===== config.mk =====
export PLATFORM = sky130hd
export DESIGN_NAME = clkloss_pd_seq
export DESIGN_NICKNAME = d
export VERILOG_FILES = /design/src/rtl/clkloss_pd_seq.sv
export SDC_FILE = /design/constraint.sdc
export NUM_CORES = 1
export LEC_CHECK = 0
export BUFFER_PORTS_ARGS = -buffer_cell sky130_fd_sc_hd__buf_2
export CAP_MARGIN = 10
export CORE_ASPECT_RATIO = 0.75
export CORE_MARGIN = 5
export CORE_UTILIZATION = 35
export CTS_CLUSTER_DIAMETER = 30
export DETAILED_ROUTE_END_ITERATION = 16
export PLACE_DENSITY = 0.51
export SLEW_MARGIN = 20
export SYNTH_ARGS = -nofsm -noshare
export SYNTH_HDL_FRONTEND = slang
export SYNTH_SLANG_ARGS = --single-unit

===== constraint.sdc =====
create_clock -name ref_clk -period 5.1 [get_ports ref_clk]
set_clock_uncertainty 0.2 [all_clocks]
set_input_delay 0.51 -clock ref_clk [delete_from_list [all_inputs] [get_ports ref_clk]]
set_output_delay 0.51 -clock ref_clk [all_outputs]
set_load 0.01 [all_outputs]

===== src/rtl/clkloss_pd_seq.sv =====
module clkloss_pd_seq #(
  parameter int unsigned IDLE_CYC   = 983,
  parameter int unsigned SETTLE_CYC = 1228800
) (
  input  logic ref_clk,
  input  logic rst_n,
  input  logic bclk,
  input  logic fs,
  input  logic mute_n,
  output logic pwr_down,
  output logic mute,
  output logic dx_en,
  output logic aout_en,
  output logic aout_zero,
  output logic vref_to_gnd
);

  localparam int IW = $clog2(IDLE_CYC + 1);
  localparam int SW = $clog2(SETTLE_CYC + 1);
  localparam logic [IW-1:0] IDLE_LIM   = IW'(IDLE_CYC);
  localparam logic [SW-1:0] SETTLE_LST = SW'(SETTLE_CYC - 1);

  typedef enum logic [1:0] {ST_DOWN, ST_WAIT, ST_LIVE} st_t;

  st_t           st;
  logic [1:0]    b_pipe, f_pipe;
  logic          b_last, f_last;
  logic          b_seen, f_seen;
  logic [IW-1:0] idle_cnt;
  logic [SW-1:0] set_cnt;
  logic          b_rise, f_rise, stalled, win;

  assign b_rise  = b_pipe[1] & ~b_last;
  assign f_rise  = f_pipe[1] & ~f_last;
  assign stalled = (idle_cnt == IDLE_LIM);

  always_ff @(posedge ref_clk or negedge rst_n) begin
    if (!rst_n) begin
      b_pipe <= '0;
      f_pipe <= '0;
      b_last <= 1'b0;
      f_last <= 1'b0;
    end else begin
      b_pipe <= {b_pipe[0], bclk};
      f_pipe <= {f_pipe[0], fs};
      b_last <= b_pipe[1];
      f_last <= f_pipe[1];
    end
  end

  always_ff @(posedge ref_clk or negedge rst_n) begin
    if (!rst_n)
      idle_cnt <= '0;
    else if (b_pipe[1])
      idle_cnt <= '0;
    else if (!stalled)
      idle_cnt <= idle_cnt + 1'b1;
  end

  always_ff @(posedge ref_clk or negedge rst_n) begin
    if (!rst_n) begin
      b_seen <= 1'b0;
      f_seen <= 1'b0;
    end else if (st != ST_DOWN) begin
      b_seen <= 1'b0;
      f_seen <= 1'b0;
    end else begin
      if (b_rise) b_seen <= 1'b1;
      if (f_rise) f_seen <= 1'b1;
    end
  end

  always_ff @(posedge ref_clk or negedge rst_n) begin
    if (!rst_n) begin
      st      <= ST_DOWN;
      set_cnt <= '0;
    end else begin
      unique case (st)
        ST_DOWN: begin
          set_cnt <= '0;
          if (b_seen && f_seen) st <= ST_WAIT;
        end
        ST_WAIT: begin
          if (stalled)
            st <= ST_DOWN;
          else if (set_cnt == SETTLE_LST)
            st <= ST_LIVE;
          else
            set_cnt <= set_cnt + 1'b1;
        end
        ST_LIVE: if (stalled) st <= ST_DOWN;
        default: st <= ST_DOWN;
      endcase
    end
  end

  assign win         = (st != ST_LIVE);
  assign pwr_down    = (st == ST_DOWN);
  assign mute        = win | ~mute_n;
  assign dx_en       = ~mute;
  assign aout_en     = ~pwr_down;
  assign aout_zero   = mute;
  assign vref_to_gnd = pwr_down;

endmodule


### After elaboration in Yosys (flattened, before gate mapping)

Cells that the tools add are included.

| operators by class | value |
|---|---|
| $add $sub $neg | 2 |
| multiplexer cells | 14 |
| bitwise logic cells | 8 |
| reduce and logical (&&, ||, !) cells | 8 |
| equal/unequal tests | 11 |

Operators with widths:

| cell | number |
|---|---|
| $mux 21 | 2 |
| $pmux 21 s2 | 1 |
| $add 21x1->21 const B | 1 |
| $eq 21x21->1 const B | 1 |
| $mux 10 | 2 |
| $add 10x1->10 const B | 1 |
| $eq 10x10->1 const B | 1 |
| $ne 2x2->1 const B | 5 |
| $mux 2 | 4 |
| $reduce_bool 2->1 | 4 |
| $pmux 2 s3 | 1 |
| $reduce_and 3->1 | 2 |
| $not 1->1 | 5 |
| $mux 1 | 4 |
| $ne 3x3->1 const B | 1 |
| $and 1x1->1 | 2 |
| $eq 2x1->1 const B | 1 |
| $eq 2x2->1 const B | 1 |
| $logic_not 2->1 | 1 |
| $ne 2x1->1 const B | 1 |
| $logic_and 1x1->1 | 1 |
| $or 1x1->1 | 1 |

| word-level totals | value |
|---|---|
| flip-flop bits (word level) | 41 |

### Depth between registers and ports, before layout

Gate-level depths: netlist of run 1.

| logic depth | value |
|---|---|
| depth in word-level cells | 4 |
| depth in mapped cells | 7 |
| gate-level depth less buffers | 6 |

### Least setup slack after synthesis of run 1

Ideal clock, no wire load.

| timing | value |
|---|---|
| kind | reg-to-reg |
| start point | register set_cnt[0] |
| end point | register set_cnt[18] |
| clock period less this slack | 2.226 ns |
| data required time | 4.776 ns |
| stages on the path, launching flop included | 8 |
| buffers on the path | 1 |
| arrival | 1.902 ns |
| setup slack | 2.874 ns |
| cell sequence | dfrtp_1 > ha_1 > nand4_4 > or4_4 > o211ai_2 > buf_6 > nor3_1 > a211o_1 |

| between the ends | value |
|---|---|
| word-level cells in the longest chain between the ends | 4 |
| elaborated cells between the ends (all ways) | 7 |
| those cells by class | add/sub (1); eq/ne (2); mux (3); reduce/logical (1) |

RTL lines:

| element | RTL line | text |
|---|---|---|
| start, declared | 30 | `logic [SW-1:0] set_cnt;` |
| start signal, assigned | 89 | `set_cnt <= set_cnt + 1'b1;` |
| $add 21x1->21 | 89 |  |
| $mux 21 | 86 | `else if (set_cnt == SETTLE_LST)` |
| $mux 21 | 84 | `if (stalled)` |
| $pmux 21 s2 | 78 | `unique case (st)` |

Several ways; a longest one is shown, not always the timed one. The select of a mux whose other input is x is not followed.
A chain may end at the register's enable or synchronous reset.

### Final worst setup path of run 1

| timing | value |
|---|---|
| start point | register set_cnt[0] |
| end point | register set_cnt[12] |

Same word-level chain as after synthesis.

==> results of run 1 <==
## where the power goes
part           internal (mW)  leakage (nW)  total (mW)  switching, mW
registers              0.345         0.548       0.376         0.0307
logic                 0.0319         0.510      0.0918         0.0599
clock network         0.0989        0.0447       0.225          0.127
total                  0.476          1.10       0.693          0.217
## registers in the layout, summed over array words and instances (netlist names)
name	count
set_cnt	21
b_pipe	2
f_last	1
b_last	1
f_pipe	2
st	2
idle_cnt	10
b_seen	1
f_seen	1
## final timing paths
path / slack [ns] / cells past startpoint / end
setup / recovery: 2.48 / 6 / set_cnt[12]$_DFFE_PN0P_
hold / removal: 0.11 / 1 / b_pipe[0]$_DFF_PN0_
setup reg to reg: 2.48 / 6 / set_cnt[12]$_DFFE_PN0P_
hold reg to reg: 0.16 / 0 / f_pipe[1]$_DFF_PN0_
max in group asynchronous: 3.95 / 1 / set_cnt[7]$_DFFE_PN0P_
min in group asynchronous: 0.15 / 1 / b_pipe[0]$_DFF_PN0_
## Yosys cell counts (2+ instances only)
cell type / number
sky130_fd_sc_hd__a211o_1: 8
sky130_fd_sc_hd__a21o_1: 3
sky130_fd_sc_hd__a21oi_1: 8
sky130_fd_sc_hd__a221o_1: 3
sky130_fd_sc_hd__a31oi_1: 2
sky130_fd_sc_hd__and3_1: 9
sky130_fd_sc_hd__buf_4: 4
sky130_fd_sc_hd__clkbuf_1: 4
sky130_fd_sc_hd__dfrtp_1: 41
sky130_fd_sc_hd__ha_1: 2
sky130_fd_sc_hd__inv_1: 4
sky130_fd_sc_hd__nand2_1: 23
sky130_fd_sc_hd__nand2b_1: 2
sky130_fd_sc_hd__nand3_1: 19
sky130_fd_sc_hd__nand4_1: 5
sky130_fd_sc_hd__nand4_4: 2
sky130_fd_sc_hd__nor2_1: 16
sky130_fd_sc_hd__nor3_1: 11
sky130_fd_sc_hd__nor4_1: 2
sky130_fd_sc_hd__nor4_4: 2
sky130_fd_sc_hd__o211ai_1: 6
sky130_fd_sc_hd__o21ai_0: 4
sky130_fd_sc_hd__or2_2: 2
sky130_fd_sc_hd__or3_1: 5
sky130_fd_sc_hd__or4_1: 3
sky130_fd_sc_hd__xnor2_1: 2
sky130_fd_sc_hd__xor2_1: 5
## metal layers
metal  vias to the layer above  track usage (%)  share of wire, %
li1                        836                -                 -
met4                         0             3.19              0.60
met5                         -                0                 0
met2                        28             17.2                41
met1                       852             21.7                54
met3                         2             2.75               3.8
## area by class of cell
cell class	count	share of cell area (%)
multi-input combinational	167	45.9
sequential	41	43.2
tap	81	4.27
clock buffer	5	2.90
timing repair buffer	10	2.11
clock inverter	3	1.05
inverter	4	0.632
## cell families after synthesis
group / Yosys count
compound gates: 44
buf+inv: 14
flops: 41
xor+xnor: 7
mux: 1
fa+ha+maj: 2
simple gates: 113
## per-stage QoR
stage | power, mW | cell area [um^2] | hold slack (ns)
after floorplan | 0.450 | 2200 | 0.0144
after global placement | 0.476 | 2280 | 0.137
after detailed placement | 0.477 | 2280 | 0.141
after CTS | 0.704 | 2380 | 0.0990
after global routing | 0.738 | 2380 | 0.0926
final | 0.693 | 2380 | 0.107
## worst max-delay path, stage by stage, from the launching register on
cell and delay [ns]:
sky130_fd_sc_hd__dfrtp_1 0.40, sky130_fd_sc_hd__ha_1 0.27, sky130_fd_sc_hd__nand4_4 0.16, sky130_fd_sc_hd__or4_4 0.57, sky130_fd_sc_hd__o211ai_2 0.51, sky130_fd_sc_hd__nor4_1 0.12, sky130_fd_sc_hd__a221o_1 0.27
==> metrics list, run 1 <==
* Relative max-transition margin: 36.8%
- The library cell used most frequently in the layout, excluding fill and tap cells, is sky130_fd_sc_hd__dfrtp_1.
* Share of flip-flops with an asynchronous set or reset: 100%
- Reg clk slew, reported paths: 0.09 ns
* Port-buffer cells: 10
- Hold WC Path Type: input pin to register
- Compound-gate portion of the synthesized area: between 10% and 20%
- The routed design has between 4000 and 5000 um of wire.
* Leakage power summed over all cells: ~1.1 nW
- Final-report setup violation count: 0
- Data arrival at the endpoint of the critical path: 2.60 ns
* Placeable core region: 6190 um^2
- Routability-driven placement finished with a final weighted congestion of 0.805.
* Measured slew at the worst slew-check pin: between 0.9 and 1 ns
- Entering global routing, the biggest net connects 42 pins.
- Startpoint types: register
- Total of fill cells in the finished design: 625
* Die span in y: 78.7 um
- In this run, CTS created clock tree buffers numbering 5.
* Cell area after synthesis: 2200 um^2
- The area growth from synthesis to layout is 7.96%.
- CTS Root Cell: sky130_fd_sc_hd__clkbuf_8
- IR analysis of the VDD net gives a maximum drop of 0.000175 V.
- Die Span X: 102 um
- The first global-routing pass estimated 8360 um of wire.
* Number of nets at the end of the flow: 236
* Share of the synthesized area in the top cell type: 46.6%
* I/O pin cnt: 11
* Worst-case clock buffer depth: 2
* Post-Place Worst Slack: 2.49 ns
* Count of yosys warnings during synthesis: 0
- Synthesized-area fraction occupied by xor and xnor cells: 2.79%
- Tracing the worst setup path back leads to its startpoint at set_cnt[0]$_DFFE_PN0P_.
- Clock Latency Late Sink: 0.30 ns
- Highest net fanout along the worst path: 12
* Post-layout util: 38.4%
* Unique masters post-synth: between 50 and 60
- The routed layout has 1718 vias.
- Across every metal layer, demand over resource in global routing totals 13.3%.
- Number of buffers inserted by post-CTS setup repair: 0
- The synthesized netlist devotes between 30% and 40% of its cell area to simple gates.
- Footprint of the flip-flops and latches: slightly above 1000 um^2
- Cell types with the largest area share after synthesis: sky130_fd_sc_hd__dfrtp_1 47%, sky130_fd_sc_hd__nand3_1 4.3%, sky130_fd_sc_hd__nand2_1 3.9%
- Multiplexer area fraction after synthesis: 0.455%
- Unrepaired setup endpoints after global routing: false
* Clock tree from TritonCTS: yes
- The initial antenna violation count came to 0.
- DR DRC count: 0
* Time the worst path needs with I/O delays and setup: 2.62 ns
- Number of global-route vias before repair: 1583
- Excluding fillers, the count of instances in the completed layout stands at 311.
* Starting utilization of the core area: 35.5%
- Core Rows: 25
- Total negative slack for setup checks: 0 ns
- Largest family of logic cells by synthesized area: simple AND/OR/NAND/NOR gates
* Worst flop-to-flop path startpoint: set_cnt[0]$_DFFE_PN0P_
- Including well taps, the total number of placed cells is slightly above 300.
- 0 antenna diodes ended up in the layout.
- The flow ran to the end, and the final reports show no timing, DRC or antenna violations.
- For this design, the CTS-stage hold fixing added 0 buffers.
- Most instantiated flip-flop cell in the synthesis netlist: sky130_fd_sc_hd__dfrtp_1
* Die area: 7990 um^2
- Final Hold Fails: 0
- Global route overflow: 0
* Max Fclk: ~380 MHz
- The average instance in the mapped netlist occupies 9.91 um^2.
* Post-route clock period utilization: approximately 51%
* Hold path startpoint: bclk
- STA classifies the critical path endpoint as a register.
- For this run, the register share of the synthesized area comes to 46.6%.
- Highest-count cells in the layout ignoring fill and taps: 41 x sky130_fd_sc_hd__dfrtp_1, 23 x sky130_fd_sc_hd__nand2_1, 19 x sky130_fd_sc_hd__nand3_1
- The number of gates resized after CTS was 0.
- For this design the ratio of total power to cell area is 292 nW/um^2.
- Average via count per standard cell: ~5.5
- The critical path is of the register to register type.
- In the final routed layout, each cell accounts on average for between 15 and 20 um.
- # clock sinks: 41
- After Yosys synthesis, full adders, half adders and majority gates account for under 10% of the synthesized area.
* Required time worst endpoint: 5.08 ns
* Number of synthesized register bits: 41
* Area occupied by multi-input gates: 1090 um^2
- The number of nets in the synthesized netlist is 229.
- Maximum Capacitance Violations: 0
* Top cell type by total area after synthesis: sky130_fd_sc_hd__dfrtp_1
- Number of flops mapped to enable cells by yosys: 0
* Fraction of layout instances using a drive strength above 1: 13.9%
- Worst Slack Setup Final: 2.48 ns
- Total count of max-transition violations in the final report: 0
* Detailed-router iteration count before antenna repair: 4
- The first routing iteration left 180 violations.
* Antenna violation net count after detailed routing: 0
- The H-tree generated during clock tree synthesis spans 2 levels.
* Gate Count Post-Synth: 222
* Detail Placement HPWL: 3260 um
Power figures use the tool's default switching activity.
==> inputs of run 2 (changes only) <==
--- a/config.mk
+++ b/config.mk
@@ -5,6 +5,7 @@
 export SDC_FILE = /design/constraint.sdc
 export NUM_CORES = 1
 export LEC_CHECK = 0
+export ABC_AREA = 1
 export BUFFER_PORTS_ARGS = -buffer_cell sky130_fd_sc_hd__buf_2
 export CAP_MARGIN = 10
 export CORE_ASPECT_RATIO = 0.75
==> constraint.sdc (replaced) <==
create_clock -name ref_clk -period 2.5 [get_ports ref_clk]
set_clock_uncertainty 0.2 [all_clocks]
set_input_delay 0.25 -clock ref_clk [delete_from_list [all_inputs] [get_ports ref_clk]]
set_output_delay 0.25 -clock ref_clk [all_outputs]
set_load 0.01 [all_outputs]
==> run 2 against run 1 <==
Final area rose by 8.6%; final cell count grew 35%; synthesized cell count is 45% higher; via count increased by 15%; non-clock buffer count is 4 higher; combinational power rose by 130%; worst setup slack worse by 2.0 ns; utilization is 1.9 points higher; critical path depth up 4; global-route usage up 0.50 points; register-to-register slack lost 2.0 ns; clock-buffer cell count unchanged.
==> metrics list, run 2 <==
* PwrDens: between 500 and 600 nW/um^2
* Die span in y: 80.9 um
- Routing usage on met3: slightly below 3%
- Detail Placement HPWL: 3990 um
- In the final design database the tool counted ~340 nets.
* Worst Slack Setup Final: approximately 0.5 ns
- Across the run, the number of max-cap violations was 0.
- Post-CTS repair changed the size of 0 cells.
* Kind of capture point of the worst setup path: register
- Detailed-router iteration count before antenna repair: 7
* Number of global-route vias before repair: about 1800
- Worst hold slack: approximately 0.16 ns
* Hold path startpoint: f_pipe[0]$_DFF_PN0_
* Area occupied by multi-input gates: 1140 um^2
- The max-slew violation total from the final report came to 0.
* Time the worst path needs with I/O delays and setup: 2.00 ns
- CTS Root Cell: sky130_fd_sc_hd__clkbuf_8
- Global route overflow: 0
* Met2 Resource Use GR: 19.5%
- Highest net fanout along the worst path: 8
- Routed WL per cell: roughly 13 um
- Cell types with the largest area share after synthesis: sky130_fd_sc_hd__dfrtp_1 44%, sky130_fd_sc_hd__nand2_1 15%, sky130_fd_sc_hd__nor2_1 7.4%
* Total clock buffers created by CTS: 5
- Setup violations remaining at the end of the flow were counted as 0.
- The commonest cells after synthesis are 96 x sky130_fd_sc_hd__nand2_1, 46 x sky130_fd_sc_hd__nor2_1, 41 x sky130_fd_sc_hd__dfrtp_1.
- For this block, the initial DRC count from the detailed router was 149.
- Initial antenna violation count: 0
- Startpoint types: register
- DR DRC count: 0
- The H-tree was split into 2 levels.
- From synthesis to final layout, the design area changed by 10.0%.
* Hold WC Path Type: register to register
- Share of synthesized area occupied by flip-flops and latches: 43.7%
* Clock tree from TritonCTS: yes
- Entering global routing, the biggest net connects 42 pins.
* Post-Place Worst Slack: 0.519 ns
- For this run, asynchronously set or reset flops after synthesis account for 100%.
- Cells with a size suffix above 1 make up between 10% and 20% of the layout.
- Maximum cell stage delay along the critical path: 0.43 ns
- Final RePlAce weighted congestion: 0.871
* Worst VDD drop: 0.000252 V
- Setup repair after global routing left no endpoint under its margin.
- Status: finished, final reports clean
- Counting every net in the synthesized netlist gives 329.
- Number of flops mapped to enable cells by yosys: 0
* Leakage power summed over all cells: 1.17 nW
- Most common cell after layout, fill and taps aside: sky130_fd_sc_hd__nand2_1
- Gate Count Post-Synth: 322
- The global routing stage identified its most utilized layer as met1.
- At the pin with the least slew margin, the transition time is 0.941 ns.
- Of the available clock period, the critical path in the final layout requires between 70% and 80%.
* Reg clk slew, reported paths: 0.09 ns
- Measured along the x axis, the die boundary spans 105 um.
- Average via count per standard cell: 4.73
- Worst flop-to-flop path startpoint: set_cnt[0]$_DFFE_PN0P_
- By instance count, the leading cell after synthesis is sky130_fd_sc_hd__nand2_1.
- Number of synthesized register bits: 41
- Footprint of the flip-flops and latches: 1030 um^2
- Most instantiated flip-flop cell in the synthesis netlist: sky130_fd_sc_hd__dfrtp_1
- The biggest area contributor in the post-synthesis netlist is sky130_fd_sc_hd__dfrtp_1.
* Overall global routing resource usage: 13.7%
- In the global route stage, met1 resource usage came out at 21.1%.
- Required time worst endpoint: roughly 2.5 ns
- The initial utilization of the core area, before any placement, comes to 36.6%.
- Number of flip-flops under the largest register name: 21
- Post-layout util: between 40% and 50%
* Die area: ~8500 um^2
- The mapped netlist covers 2350 um^2.
- Max Fclk: approximately 500 MHz
- After floorplanning, the core was divided into 25 placement rows.
- Drt total wl: about 5400 um
- In the final layout, the registers with the most flip-flops are set_cnt: 21 flops, idle_cnt: 10 flops.
- The worst pin sits at a relative slew slack of 37.3%.
- The most critical setup path has its startpoint at set_cnt[0]$_DFFE_PN0P_.
- Antenna Diode Count: 0
* Data arrival at the endpoint of the critical path: 1.99 ns
- Counting along the longest clock path gives a buffer depth of 2.
- Critical path type: register to register
* Antenna violation net count after detailed routing: 0
- During synthesis, Yosys emitted a total of 0 warnings.
- First-pass GRT wire length: 9390 um
- Total of fill cells in the finished design: 651
- After routing, the total negative slack on setup checks comes to 0 ns.
- Placeable core region: 6410 um^2
- Mean Syn Cell Area: roughly 7.3 um^2
* Final Hold Fails: 0
- Highest-count cells in the layout ignoring fill and taps: 96 x sky130_fd_sc_hd__nand2_1, 46 x sky130_fd_sc_hd__nor2_1, 41 x sky130_fd_sc_hd__dfrtp_1
- Counting flops per register, the top entry is set_cnt.
- Ordered list of cells on the worst path: ha_1 -> nand2_2 -> nor2_4 -> nand2_4 -> inv_1 -> nand3_1 -> nand2_1 -> nand2_1 -> nand2_1 -> nand2_1
* Number of buffers inserted by post-CTS setup repair: 0
- 11 I/O pins were placed.
- For this design, the sink count on the clock tree is 41.
- Counting stages on the worst path, the most repeated cell is sky130_fd_sc_hd__nand2_1.
- Cell with the largest stage delay on the worst path: sky130_fd_sc_hd__dfrtp_1
* Total power consumption of the routed design: 1.43 mW
- During placement, the flow inserted port buffers numbering 10.
- Number of vias after detailed routing: between 1500 and 2000
* Clock Latency Late Sink: 0.30 ns
* Share of the synthesized area in the top cell type: a little over two fifths
- Synthesis instantiated 27 different standard cells from the library.
==> run 2: cell types whose count changed after synthesis, moves of 8 or more <==
cell	delta
sky130_fd_sc_hd__nand3_1	+8
sky130_fd_sc_hd__nor2_1	+30
sky130_fd_sc_hd__inv_1	+31
sky130_fd_sc_hd__a211o_1	-8
sky130_fd_sc_hd__o21ai_0	+12
sky130_fd_sc_hd__nand2_1	+73
sky130_fd_sc_hd__and3_1	-8
==> run 2: cell type report <==
class                      count  area share, %
sequential                    41           39.7
multi-input combinational    239           44.1
clock inverter                 3          0.969
tap                           81           3.93
clock buffer                   5           2.67
inverter                      36           5.24
timing repair buffer          14           3.39
==> run 2: metal layers <==
layer	part of all wire [%]	wire length, um
met1	54	2930
met2	40	2190
met5	0	0
met4	0.40	22
met3	5.5	298
==> run 2: per-stage QoR <==
step	area, um^2	std cells
2_1_floorplan	2350	322
3_3_place_gp	2460	408
3_5_place_dp	2460	408
4_1_cts	2580	419
5_1_grt	2580	419
6_report	2580	419
==> run 2: path summary, 6_finish.rpt <==
kind / end / slack, ns / cells past startpoint
min reg2reg: f_pipe[1]$_DFF_PN0_ / 0.16 / 0
min: f_pipe[1]$_DFF_PN0_ / 0.16 / 0
min in group asynchronous: idle_cnt[6]$_DFFE_PN0P_ / 0.42 / 2
max reg2reg: set_cnt[11]$_DFFE_PN0P_ / 0.50 / 10
max in group asynchronous: set_cnt[1]$_DFFE_PN0P_ / 1.08 / 2
max: set_cnt[11]$_DFFE_PN0P_ / 0.50 / 10
==> run 2: logic make-up (layout without fill, tap and decap cells) <==
family | count (synthesis) | in the layout | synth area share [%]
and+or+nand+nor | 201 | 201 | 37.8
AOI/OAI and AO/OA | 27 | 27 | 6.24
buffers and inverters | 42 | 58 | 7.79
DFF | 41 | 41 | 43.7
adders and majority gates | 2 | 2 | 1.07
xor gates and xnor gates | 9 | 9 | 3.36
==> run 2: critical path, delay by kind of cell, from the launching register on <==
kind	cells	cell delay [ns]
buffers and inverters	1	0.08
adders and majority gates	1	0.26
and+or+nand+nor	8	0.93
DFF	1	0.43
==> run 2: repair_timing <==
action / in CTS / in global routing
setup endpoints to repair: 0 / 0
hold buffers: 3 / 0
hold endpoints to repair: 43 / 0
==> run 2: power by group <==
group          switching (mW)  total (mW)  internal [mW]
logic                   0.142       0.211         0.0685
clock network           0.260       0.462          0.202
registers              0.0498       0.756          0.706
total                   0.452        1.43          0.977
==> inputs of run 3 (changes only) <==
--- a/config.mk
+++ b/config.mk
@@ -5,7 +5,7 @@
 export SDC_FILE = /design/constraint.sdc
 export NUM_CORES = 1
 export LEC_CHECK = 0
-export ABC_AREA = 1
+export ABC_AREA = 0
 export BUFFER_PORTS_ARGS = -buffer_cell sky130_fd_sc_hd__buf_2
 export CAP_MARGIN = 10
 export CORE_ASPECT_RATIO = 0.75
@@ -13,7 +13,7 @@
 export CORE_UTILIZATION = 35
 export CTS_CLUSTER_DIAMETER = 30
 export DETAILED_ROUTE_END_ITERATION = 16
-export PLACE_DENSITY = 0.51
+export PLACE_DENSITY = 0.53
 export SLEW_MARGIN = 20
 export SYNTH_ARGS = -nofsm -noshare
 export SYNTH_HDL_FRONTEND = slang
==> constraint.sdc (replaced) <==
create_clock -name ref_clk -period 1.8 [get_ports ref_clk]
set_clock_uncertainty 0.2 [all_clocks]
set_input_delay 0.18 -clock ref_clk [delete_from_list [all_inputs] [get_ports ref_clk]]
set_output_delay 0.18 -clock ref_clk [all_outputs]
set_load 0.01 [all_outputs]
==> run 3 against run 2 <==
Total power increased by 66%; via count grew 3.7%; non-clock buffer count increased by 85; sequential cell count is the same; final cell count shrank 4.3%; critical path depth down 4; wire length is 11% higher; the run now ends with setup timing left; sequential share of layout area down 8.3 points; worst hold slack lost 0.0026 ns; clock power up 48%.
==> metrics list, run 3 (synthesis gave the netlist of run 1 again) <==
- Clock tree from TritonCTS: yes
* Starting utilization of the core area: a little over a third
- Drt first-iter violations: 122
- Clock tree synthesis found a total of approximately 40 sinks.
- Net Sw Frac: 32.0%
- In this run the worst path has a maximum fanout of 4.
- The setup check on the worst reg-to-reg path leaves a slack of -0.38 ns.
- Clock Latency Late Sink: 0.31 ns
- Maximum cell stage delay along the critical path: 0.55 ns
* Hold path startpoint: b_pipe[0]$_DFF_PN0_
- The min-delay analysis places its worst path in the category register to register.
- The wire-length estimate of the detail-placed layout is 3930 um.
- For the worst setup path, the data arrival time is 2.19 ns.
- Of the total power, the clock network draws 28.9%.
* Routed WL per cell: 15.1 um
- The floorplan step set the die width to 102 um.
- Number of vias after detailed routing: between 2000 and 2500
- Total clock buffers created by CTS: 5
* Relative max-transition margin: 64.0%
- Antenna Diode Count: 0
- Of the total power, registers draw a little over two fifths.
* Length of routed met3 wiring: around 330 um
* Placeable core region: 6190 um^2
- End of the worst register-to-register path: set_cnt[12]$_DFFE_PN0P_
- In the final timing run, aggregate negative setup slack is -6.00 ns.
* Cells on Worst Hold Path: 0
- Hold timing on the final database bottoms out at a slack of 0.155 ns.
- Among cell families on the critical path, the largest total delay comes from simple AND/OR/NAND/NOR gates.
- Maximum number of pins on one net before global-route repair: 42
- DR DRC count: 0
- Switching power of the nets: 0.760 mW
* Global route overflow: 0
- In this run the critical register-to-register path is launched from set_cnt[19]$_DFFE_PN0P_.
- Most common cell after layout, fill and taps aside: sky130_fd_sc_hd__buf_4
- In the layout the commonest cells are 77 x sky130_fd_sc_hd__buf_4, 41 x sky130_fd_sc_hd__dfrtp_1, 23 x sky130_fd_sc_hd__nand2_1.
- The final-report hold violation count came to 0.
- In this run the power density over the cells is just over 700 nW/um^2.
- Worst VDD drop: approximately 0.00057 V
* Time the worst path needs with I/O delays and setup: ~2.2 ns
- At the pin with the least slew margin, the transition time is 0.539 ns.
- Setup slack on the critical path of the routed design comes to -0.384 ns.
- From synthesis to final layout, the design area changed by 48.0%.
- Clock-pin slew was measured on the worst setup and hold paths at 0.10 ns.
- Number of cells on the critical path: 6
* Highest metal layer with signal wires: met4
- In this run the vertical extent of the chip is 78.7 um.
* Average via count per standard cell: 5.13
- CTS placed an instance of sky130_fd_sc_hd__clkbuf_8 at the clock tree root.
- Number of flip-flops under the largest register name: 21
* Met1 WL: 3070 um
- No sink is reached through more buffers than the 2 on the longest clock path.
* Post-route clock period utilization: 121%
- Met2 layer wire length in the routed design: ~2600 um
* Hold endpoint: b_pipe[1]$_DFF_PN0_
- Cell internal power was estimated by the tool at 1.61 mW.
- The completed layout was analyzed and its total power is 2.37 mW.
- Area occupied by multi-input gates: 1240 um^2
* Ordered list of cells on the worst path: or2b_1 -> or4_4 -> o211ai_4 -> buf_6 -> nor4_2 -> a221o_1
- Global routing used 16.4% of the available tracks.
* Critical path type: register to register
- Port-buffer cells: 10
- Status: complete, but fails checks
* Total count of max-transition violations in the final report: 0
- Maximum Capacitance Violations: 0
- The layout has 546 filler cells.
* Kind of capture point of the worst setup path: register
- Drt total wl: 6040 um
- The register with the most flip-flops in the final layout is set_cnt.
- In this run the remaining antenna-violating nets after routing total 0.
- Row generation in the floorplan step produced 25 rows.
- Violated checks: setup timing
- After the last flow step, the layout net total stands at 326.
- The first global-routing pass estimated 10000 um of wire.
* Required time worst endpoint: between 1.5 and 2 ns
- The largest registers in the layout are set_cnt: 21 flops, idle_cnt: 10 flops.
- For this design the static power due to leakage is approximately 1.6 nW.
* Max Fclk: approximately 460 MHz
- Setup violations remaining at the end of the flow were counted as 22.
- At the end of routability-driven placement, the weighted congestion stood at ~0.86.
- Cell with the largest stage delay on the worst path: sky130_fd_sc_hd__or4_4
- STA classifies the critical path startpoint as a register.
* Number of global-route vias before repair: about 2000
- Fraction of power consumed by combinational cells: a little over a quarter
- The number of buffers and inverters on the critical path is 1.
- Setup repair after global routing could not meet its margin everywhere.
- Depth of the worst register-to-register path: 6
* Footprint of the flip-flops and latches: 1030 um^2
* Initial antenna violation count: 0
* Die area: 7990 um^2
* H-Tree Depth: 2
- I/O pin cnt: 11
* Detailed-router iteration count before antenna repair: 4
* Fraction of layout instances using a drive strength above 1: 42.5%
==> run 3: cell types whose count changed in the layout (fill, tap and decap cells not counted), sizes merged, moves of 4 or more <==
cell    change
o211ai      +7
nor4        +5
nor2       -37
or4         +4
buf        +85
and3        +8
or3         +6
inv        -30
nand2      -77
o21ai      -15
a211o       +8
nand3      -10
==> run 3: area by class of cell <==
cell class              instances  area share (%)
clock inverters                 3           0.883
flip-flops and latches         41            31.5
repair buffers                 99            23.7
inverters                       4           0.691
clock buffers                   5            2.11
multi-input cells             168            38.0
well taps                      81            3.11
==> run 3: how the worst max path moves through the flow <==
stage / startpoint / to / slack, ns
after global placement: idle_cnt[1]$_DFFE_PN0P_ / set_cnt[6]$_DFFE_PN0P_ / -0.39
after CTS: set_cnt[1]$_DFFE_PN0P_ / set_cnt[12]$_DFFE_PN0P_ / -0.37
after floorplan: set_cnt[1]$_DFFE_PN0P_ / set_cnt[18]$_DFFE_PN0P_ / -0.31
final: set_cnt[19]$_DFFE_PN0P_ / set_cnt[12]$_DFFE_PN0P_ / -0.38
after global routing: set_cnt[1]$_DFFE_PN0P_ / set_cnt[12]$_DFFE_PN0P_ / -0.44
after detailed placement: idle_cnt[1]$_DFFE_PN0P_ / set_cnt[6]$_DFFE_PN0P_ / -0.41
==> run 3: timing repair <==
item / CTS / global route
endpoints found under the setup margin: 27 / 28
setup buffers: 12 / 10
hold buffers: 3 / 0
endpoints found under the hold margin: 43 / 0
pin swaps: 9 / 10
gates cloned: 1 / 0
gates resized for setup: 26 / 15
==> run 3: worst reg2reg max path, stage by stage (launching register included) <==
cell	delay, ns
sky130_fd_sc_hd__dfrtp_1	0.39
sky130_fd_sc_hd__or2b_1	0.25
sky130_fd_sc_hd__or4_4	0.55
sky130_fd_sc_hd__o211ai_4	0.25
sky130_fd_sc_hd__buf_6	0.15
sky130_fd_sc_hd__nor4_2	0.04
sky130_fd_sc_hd__a221o_1	0.25
==> run 3: power by group through the flow <==
stage / clock network [mW] / registers, mW / logic, mW
global placement: 0 / 1.06 / 0.468
detailed placement: 0 / 1.06 / 0.476
floorplan: 0 / 1.06 / 0.241
global route: 0.744 / 1.05 / 0.704
finish: 0.684 / 1.04 / 0.643
CTS: 0.707 / 1.04 / 0.564
==> run 3: metal layers <==
layer | global-route usage (%) | up-vias
li1 | - | 1024
met1 | 24.8 | 985
met2 | 22.5 | 40
met3 | 3.20 | 7
met4 | 6.51 | 0
met5 | 0 | -
==> run 3: through the flow <==
| step | worst slack [ns] | cell area (um^2) | util, % | instances |
|---|---|---|---|---|
| 2_1_floorplan | -0.315 | 2220 | - | 222 |
| 3_3_place_gp | -0.390 | 2800 | 45.3 | 370 |
| 3_5_place_dp | -0.409 | 2800 | 45.3 | 370 |
| 4_1_cts | -0.369 | 3140 | 50.6 | 392 |
| 5_1_grt | -0.436 | 3260 | 52.6 | 401 |
| 6_report | -0.384 | 3260 | 52.6 | 401 |
